$ cat src/rtl/fhf_pkg.sv
package fhf_pkg;
  localparam int OFS_W   = 24;
  localparam int GUARD_W = 16;
  localparam int ACC_W   = OFS_W + GUARD_W;
  localparam int SHIFT_W = 4;
  localparam int CNT_W   = 16;
  localparam int ORDER   = 3;
endpackage

$ cat src/rtl/fhf_iir_stage.sv
module fhf_iir_stage #(
  parameter int W  = 40,
  parameter int KW = 4
) (
  input  logic                clk,
  input  logic                rst,
  input  logic                clr,
  input  logic                en,
  input  logic signed [W-1:0] din,
  input  logic [KW-1:0]       k,
  output logic signed [W-1:0] q
);
  logic signed [W:0] diff, step, sum;

  always_comb begin
    diff = {din[W-1], din} - {q[W-1], q};
    step = diff >>> k;
    sum  = {q[W-1], q} + step;
  end

  always_ff @(posedge clk) begin
    if (rst || clr) q <= '0;
    else if (en)    q <= sum[W-1:0];
  end
endmodule

$ cat src/rtl/fhf_chain.sv
module fhf_chain #(
  parameter int W      = 40,
  parameter int KW     = 4,
  parameter int STAGES = 3
) (
  input  logic                clk,
  input  logic                rst,
  input  logic                clr,
  input  logic                en,
  input  logic signed [W-1:0] din,
  input  logic [KW-1:0]       k,
  output logic signed [W-1:0] dout
);
  logic signed [W-1:0] tap [STAGES+1];

  assign tap[0] = din;

  for (genvar i = 0; i < STAGES; i++) begin : g_stage
    fhf_iir_stage #(.W(W), .KW(KW)) u_stage (
      .clk(clk), .rst(rst), .clr(clr), .en(en),
      .din(tap[i]), .k(k), .q(tap[i+1])
    );
  end

  assign dout = tap[STAGES];
endmodule

$ cat src/rtl/fhf_age.sv
module fhf_age #(
  parameter int CW = 16,
  parameter int KW = 4
) (
  input  logic          clk,
  input  logic          rst,
  input  logic          clr,
  input  logic          en,
  input  logic [KW-1:0] k,
  output logic          ready
);
  logic [CW-1:0] cnt;
  logic [CW:0]   target;

  assign target = (CW+1)'(1) << k;

  always_ff @(posedge clk) begin
    if (rst || clr) begin
      cnt   <= '0;
      ready <= 1'b0;
    end else begin
      if (en && cnt != {CW{1'b1}}) cnt <= cnt + 1'b1;
      ready <= ({1'b0, cnt} >= target);
    end
  end
endmodule

$ cat src/rtl/fhf_holdover_sel.sv
module fhf_holdover_sel #(
  parameter int W = 24
) (
  input  logic         clk,
  input  logic         rst,
  input  logic         use_user,
  input  logic         dev_ready,
  input  logic [W-1:0] dev_hist,
  input  logic [W-1:0] user_hist,
  output logic [W-1:0] hold
);
  always_ff @(posedge clk) begin
    if (rst)            hold <= '0;
    else if (use_user)  hold <= user_hist;
    else if (dev_ready) hold <= dev_hist;
    else                hold <= '0;
  end
endmodule

$ cat src/rtl/freq_history_filter.sv
module freq_history_filter
  import fhf_pkg::*;
#(
  parameter int DW = OFS_W,
  parameter int GW = GUARD_W,
  parameter int KW = SHIFT_W,
  parameter int CW = CNT_W
) (
  input  logic          clk,
  input  logic          rst,
  input  logic          hist_clr,
  input  logic          smp_valid,
  input  logic [DW-1:0] smp_offset,
  input  logic [KW-1:0] k_short,
  input  logic [KW-1:0] k_long,
  input  logic          use_user,
  input  logic [DW-1:0] user_hist,
  output logic [DW-1:0] short_hist,
  output logic [DW-1:0] long_hist,
  output logic          long_ready,
  output logic [DW-1:0] holdover_out
);
  localparam int AW = DW + GW;

  logic signed [AW-1:0] x_ext, s_acc, l_acc;
  logic [KW-1:0]        ks_eff, kl_eff;

  assign x_ext  = {smp_offset, {GW{1'b0}}};
  assign ks_eff = (k_short == '0) ? KW'(1) : k_short;
  assign kl_eff = (k_long  == '0) ? KW'(1) : k_long;

  fhf_chain #(.W(AW), .KW(KW), .STAGES(ORDER)) u_short (
    .clk(clk), .rst(rst), .clr(hist_clr), .en(smp_valid),
    .din(x_ext), .k(ks_eff), .dout(s_acc)
  );

  fhf_chain #(.W(AW), .KW(KW), .STAGES(ORDER)) u_long (
    .clk(clk), .rst(rst), .clr(hist_clr), .en(smp_valid),
    .din(x_ext), .k(kl_eff), .dout(l_acc)
  );

  assign short_hist = s_acc[AW-1:GW];
  assign long_hist  = l_acc[AW-1:GW];

  fhf_age #(.CW(CW), .KW(KW)) u_age (
    .clk(clk), .rst(rst), .clr(hist_clr), .en(smp_valid),
    .k(kl_eff), .ready(long_ready)
  );

  fhf_holdover_sel #(.W(DW)) u_sel (
    .clk(clk), .rst(rst), .use_user(use_user), .dev_ready(long_ready),
    .dev_hist(long_hist), .user_hist(user_hist), .hold(holdover_out)
  );
endmodule

$ cat config.mk
export PLATFORM = sky130hd
export DESIGN_NAME = freq_history_filter
export DESIGN_NICKNAME = d
export VERILOG_FILES = /design/src/rtl/fhf_pkg.sv /design/src/rtl/fhf_iir_stage.sv /design/src/rtl/fhf_chain.sv /design/src/rtl/fhf_age.sv /design/src/rtl/fhf_holdover_sel.sv /design/src/rtl/freq_history_filter.sv
export SDC_FILE = /design/constraint.sdc
export NUM_CORES = 2
export LEC_CHECK = 0
export BUFFER_PORTS_ARGS = -buffer_cell sky130_fd_sc_hd__buf_2
export CORE_UTILIZATION = 55
export CTS_BUF_LIST = sky130_fd_sc_hd__clkbuf_16
export DETAILED_ROUTE_END_ITERATION = 12
export GPL_TIMING_DRIVEN = 0
export PLACE_DENSITY = 0.7
export RECOVER_POWER = 50
export SLEW_MARGIN = 30
export SYNTH_ARGS = -nofsm -noshare
export SYNTH_HDL_FRONTEND = slang
export SYNTH_HIERARCHICAL = 1
export SYNTH_SLANG_ARGS = --single-unit
$ cat constraint.sdc
create_clock -name clk -period 8.74 [get_ports clk]
set_input_delay 1.311 -clock clk [delete_from_list [all_inputs] [get_ports clk]]
set_output_delay 1.311 -clock clk [all_outputs]
set_load 0.02 [all_outputs]
**Yosys cells after proc, flatten, opt, wreduce, memory -nomap -nowiden**

Cells that the tools add are included.

- Register bits: 281
- Bits of input ports: 61
- Output and inout port bits: 73
- Word-level logic and storage cells: 39

- Add/sub/neg operators: 13
- Order comparisons: 1
- Eq/ne operators: 1
- Shifts and indexed selects: 7
- Mux-type cells: 4
- Reductions and logical operators: 4

Operators by type and width:

| operator | count |
|---|---|
| >>> shifter 41 x 4 -> 40 bit | 6 |
| subtractor 40 x 40 -> 41 bit | 6 |
| adder 40 bit | 6 |
| 2-to-1 mux 24 bit | 2 |
| greater-or-equal comparator 16 x 17 -> 1 bit | 1 |
| << shifter 1 x 4 -> 17 bit, first input constant | 1 |
| adder 16 x 1 -> 16 bit, second input constant | 1 |
| != test 16 bit, second input constant | 1 |
| logical NOT 4 bit | 2 |
| 2-to-1 mux 4 bit | 2 |
| logical AND 1 bit | 1 |
| logical OR 1 bit | 1 |

**Depth between registers and ports, before layout**

- Depth in word-level cells: 4
- Gate-level depth with buffers: 28
- Gate-level depth less buffers: 28

**Hierarchy**

The synthesis kept the hierarchy.

Modules (own cells, without submodules):

| module | times used | cells an instance | area each (sq um) | seq. area each (sq um) |
|---|---|---|---|---|
| fhf_iir_stage (u_short.g_stage[0].u_stage ...) | 2 | 1,110 | 8,139.1 | 800.8 |
| fhf_iir_stage (u_long.g_stage[0].u_stage ...) | 2 | 1,063 | 8,094.0 | 800.8 |
| fhf_iir_stage (u_long.g_stage[2].u_stage) | 1 | 1,121 | 8,237.9 | 800.8 |
| fhf_iir_stage (u_short.g_stage[2].u_stage) | 1 | 1,024 | 7,861.3 | 800.8 |
| fhf_age | 1 | 165 | 1,358.8 | 340.3 |
| fhf_holdover_sel | 1 | 105 | 939.7 | 480.5 |
| freq_history_filter | 1 | 11 | 48.8 | 0.0 |

**Worst setup path after synthesis**

OpenSTA, ideal clock, no wires.

- Kind: input to register
- Start point: input smp_offset[7]
- End point: register u_short.g_stage[0].u_stage.q[39]
- Setup time: 116 ps
- Arrival time: 6,541 ps
- Data required time: 8,624 ps
- Slack: 2,083 ps
- Stages: 25
- Path buffers: 2
- Cells stage by stage: ha_1 > clkbuf_1 > a21oi_1 > o21ai_1 > a21oi_1 > o21bai_1 > a221oi_2 > nand2_1 > xor2_1 > mux2i_1 > mux2i_1 > mux4_2 > ha_1 > clkbuf_1 > a21oi_1 > o21ai_0 > a2111oi_0 > nor3_1 > or4b_1 > nand2_1 > a32oi_1 > a221oi_1 > xor2_1 > a211oi_1 > a31o_2

- Longest elaborated chain between the ends: 3

Ends and longest elaborated chain:

| item | line | text |
|---|---|---|
| start: declaration | freq_history_filter.sv:13 | `input logic [DW-1:0] smp_offset,` |
| subtractor 40 x 40 -> 41 bit | fhf_iir_stage.sv:16 | `diff = {din[W-1], din} - {q[W-1], q};` |
| >>> shifter 41 x 4 -> 40 bit | fhf_iir_stage.sv:17 | `step = diff >>> k;` |
| adder 40 bit | fhf_iir_stage.sv:18 | `sum = {q[W-1], q} + step;` |
| end signal: assignment | fhf_iir_stage.sv:23 | `else if (en) q <= sum[W-1:0];` |
| end: declaration | fhf_iir_stage.sv:11 | `output logic signed [W-1:0] q` |

Every way passes these cells.
A chain may end at the register's enable or synchronous reset.

**Worst setup path in the final report**

- Start point: input k_long[1]
- End point: register u_long.g_stage[1].u_stage.q[39]

- Longest elaborated chain between the ends: 4

Ends and longest elaborated chain:

| item | line | text |
|---|---|---|
| start: declaration | freq_history_filter.sv:15 | `input logic [KW-1:0] k_long,` |
| logical NOT 4 bit | freq_history_filter.sv:30 | `assign kl_eff = (k_long == '0) ? KW'(1) : k_long;` |
| 2-to-1 mux 4 bit (*) | freq_history_filter.sv:30 |  |
| net kl_eff[1] | freq_history_filter.sv:26 | `logic [KW-1:0] ks_eff, kl_eff;` |
| >>> shifter 41 x 4 -> 40 bit (*) | fhf_iir_stage.sv:17 |  |
| adder 40 bit (*) | fhf_iir_stage.sv:18 |  |
| end signal: assignment | fhf_iir_stage.sv:23 |  |
| end: declaration | fhf_iir_stage.sv:11 |  |

The timed path passes the listed nets; every way through them passes the cells marked *.

==> key figures <==
Outcome
  – Status: finished with violations
  – Failing checks: capacitance limit, slew limit

Place
  – Final estimated routing congestion in global placement: 0.9994
  – Placed cell count: 8124
  – I/O Buffers: 132
  – DP Wirelength: 136.7 mm

Floorplanning
  – Die Y: 306.3 um
  – Rows: 111
  – Die Wd: about 310 um
  – Core footprint: 91660 um2
  – I/O pins: 134
  – Initial Utilization: 55.54%
  – DIE AREA: 93790 um2

Critical path
  – Critical path buffers and inverters: 6
  – Worst path arrival time: 8220 ps
  – Worst-path cell chain: clkbuf_1 -> clkbuf_1 -> inv_1 -> clkbuf_1 -> clkbuf_1 -> clkbuf_1 -> mux4_2 -> nor2_1 -> a21oi_1 -> mux2i_1 -> ha_1 -> a21oi_1 -> o211ai_1 -> a31oi_1 -> nand2_1 -> a21oi_1 -> a211oi_1 -> o31ai_1 -> nor4_1 -> a2111oi_0 -> o311ai_1
  – Critical Path Slowest Stage Cell: clkbuf_1
  – Worst Path Required: 9170 ps
  – Critical setup path kind: in -> reg
  – CP top delay family: compound AO/OA/AOI/OAI gates
  – Startpoint types: input pin
  – Worst Path Max Fanout: 17
  – Crit end category: flop
  – Cell count of the worst reg-to-reg path: 25
  – Stages on worst setup path: 21
  – Cell mode on critical path: clkbuf_1
  – Worst path max stage delay: 630 ps

STA
  – RSZ-0062 raised after global routing: false
  – Final Critical Period: a little under 8000 ps
  – Slew @ Worst Pin: 1872 ps
  – Final worst clock skew: 23.64 ps
  – Relative slew margins: -24.83%
  – Endpoints failing hold: 0
  – Period utilization: 89.10%
  – Hold WS: 484.3 ps
  – Fin. max-slew vios: 39
  – Max frequency: 128.4 MHz
  – Final setup fails: 0
  – Setup_tns: 0 ps

Clock tree
  – CTS clk-pin slew, worst paths: approximately 60 ps
  – H-tree level count: 2
  – CTS tree: built
  – Clock sinks: 281
  – Worst-case clock buffer depth: 3
  – Post-CTS sizing: 0
  – Clk_lat worst skew: between 500 and 600 ps
  – Number of buffers inserted by hold repair at cts: 0
  – Num CTS Buffers: 35
  – Clock Tree Root: clkbuf_16
  – Postcts setup bufs: 0

Synth
  – Primary FF master, synth: dfxtp_1
  – Cell taking the most area after synthesis: ha_1
  – Synth area leaders: ha_1 (13%), dfxtp_1 (11%), mux2i_1 (11%)
  – Yosys top cell area share: roughly an eighth
  – Post-synth EDFFs: 0
  – Synth async-reset ratio: 0%
  – Synthesized area: 50910 um2
  – Synthesis warning total: 6
  – Netlist cell types: between 100 and 150
  – Post-Syn Area per Cell: 7.518 um2
  – Sequential area share after synthesis: about 11%
  – Gate Count Post-Synth: slightly below 7000
  – FF+latch count, synth: 281

Final layout
  – ANT cells: 0
  – Layout Utilization: approximately 60%
  – Area delta synth->final: 6.628%
  – Share of layout cells above drive strength 1: 6.585%
  – Nets: between 7000 and 8000
  – Finished Layout Cells: 8187
  – Fill count: 8899

Route
  – Final ANT Viol Nets: 0
  – Initial DRC count: 4874
  – Router iterations before antenna repair: 6
  – Via count: 53010
  – Avg WL per Cell: ~20 um
  – DRC: 0
  – Via count normalized by instance count: ~6.5
  – Final wirelength: 166.6 mm

Global route
  – Gr ovfl total: 0
  – Initial antenna violation count: 1
  – Largest net degree at the start of global routing: 39
  – Total track usage: 34.23%
  – Vias in the first global route: between 40000 and 50000
  – First-pass GRT wire length: between 200 and 300 mm

Worst hold path
  – Hold Path Cell Cnt: 2
  – Worst Hold Class: reg -> reg

Flow run
  – Max-Cap Viols: 1
-- per-stage QoR --
step | cell area (um2) | worst slack (ps)
final | 54290 | 952.5
after global routing | 54290 | 494.3
after CTS | 54400 | 1357
after detailed placement | 53210 | 721.5
after global placement | 53180 | 527.3
after floorplan | 51040 | 2083
-- state kept, by name, summed over array words and instances (netlist names) --
signal,cells
u_long/g_stage.u_stage/q,120
u_short/g_stage.u_stage/q,120
u_sel/hold,24
u_age/cnt,16
u_age/ready,1
-- routing by layer --
metal,vias up,track usage (%),wire [um]
met2,2061,55.87,74720
met1,25000,46.29,74470
met3,319,4.203,11420
met4,0,11.85,6044
li1,25640,-,-
met5,-,0,0
-- Yosys cell counts, types with 88 or more instances --
cell and n:
mux4_2 88, xnor2_1 258, dfxtp_1 281, nor2_1 648, o21a_1 88, nand2_1 501
a21o_1 204, ha_1 509, mux2i_1 552, nand4_1 90, clkbuf_1 239, xor2_1 142
nand3_1 153, o21ai_0 297, nor3_1 141, a211oi_1 121, inv_1 385, a21oi_1 641
-- tightest hold or removal path: stages, from the launching register on --
cell and delay [ps]:
dfxtp_1 320, nand2_1 60, mux2i_1 60
-- logic make-up (layout without fill, tap and decap cells) --
logic type | count (synthesis) | count (layout) | share of synthesized area [%]
fa+ha+maj | 521 | 521 | 12.98
simple gates | 2039 | 2039 | 19.42
buf+inv | 737 | 933 | 5.640
xor+xnor | 400 | 400 | 6.881
other cells | 1 | 34 | 0.007366
mux | 687 | 687 | 15.79
flops | 281 | 281 | 11.05
compound gates | 2106 | 2106 | 28.23
-- final timing paths --
kind                                                       from                                             to  slack, ps
hold / removal    u_short/g_stage[2].u_stage/q[39]$_SDFFE_PP0P_  u_short/g_stage[2].u_stage/q[39]$_SDFFE_PP0P_        480
setup reg to reg   u_short/g_stage[1].u_stage/q[1]$_SDFFE_PP0P_  u_short/g_stage[2].u_stage/q[38]$_SDFFE_PP0P_       1080
setup / recovery                                      k_long[1]   u_long/g_stage[1].u_stage/q[39]$_SDFFE_PP0P_        950
hold reg to reg   u_short/g_stage[2].u_stage/q[39]$_SDFFE_PP0P_  u_short/g_stage[2].u_stage/q[39]$_SDFFE_PP0P_        480
-- cell type report --
| cell class | instances | area, um2 | share of cell area, % |
|---|---|---|---|
| Tap cell | 1186 | 1484 | 2.733 |
| Sequential cell | 281 | 5625 | 10.36 |
| Buffer | 334 | 1361 | 2.508 |
| Inverter | 403 | 1513 | 2.786 |
| Clock buffer | 37 | 925.9 | 1.706 |
| Multi-Input combinational cell | 5787 | 42520 | 78.32 |
| Clock inverter | 26 | 266.5 | 0.4909 |
| Timing Repair Buffer | 133 | 591.8 | 1.090 |
-- placed cells by master (no fill, tap or decap), types with 57 or more instances in the layout --
cell type	count
nor3_1	141
xor2_1	142
o21bai_1	59
nand2_1	502
nand4_1	91
a21o_1	204
mux2i_1	552
and2_1	71
nor2_1	648
and3_1	65
o21ai_0	297
o21a_1	88
xnor2_1	258
a211oi_1	121
dfxtp_1	281
clkbuf_1	321
nand3_1	153
mux4_2	88
buf_2	86
ha_1	509
a21oi_1	641
a31oi_1	57
nand2b_1	72
inv_1	387
o211ai_1	79
Power is not shown: default switching activity piles up to over one toggle a cycle in this logic, so the estimate is an artifact.
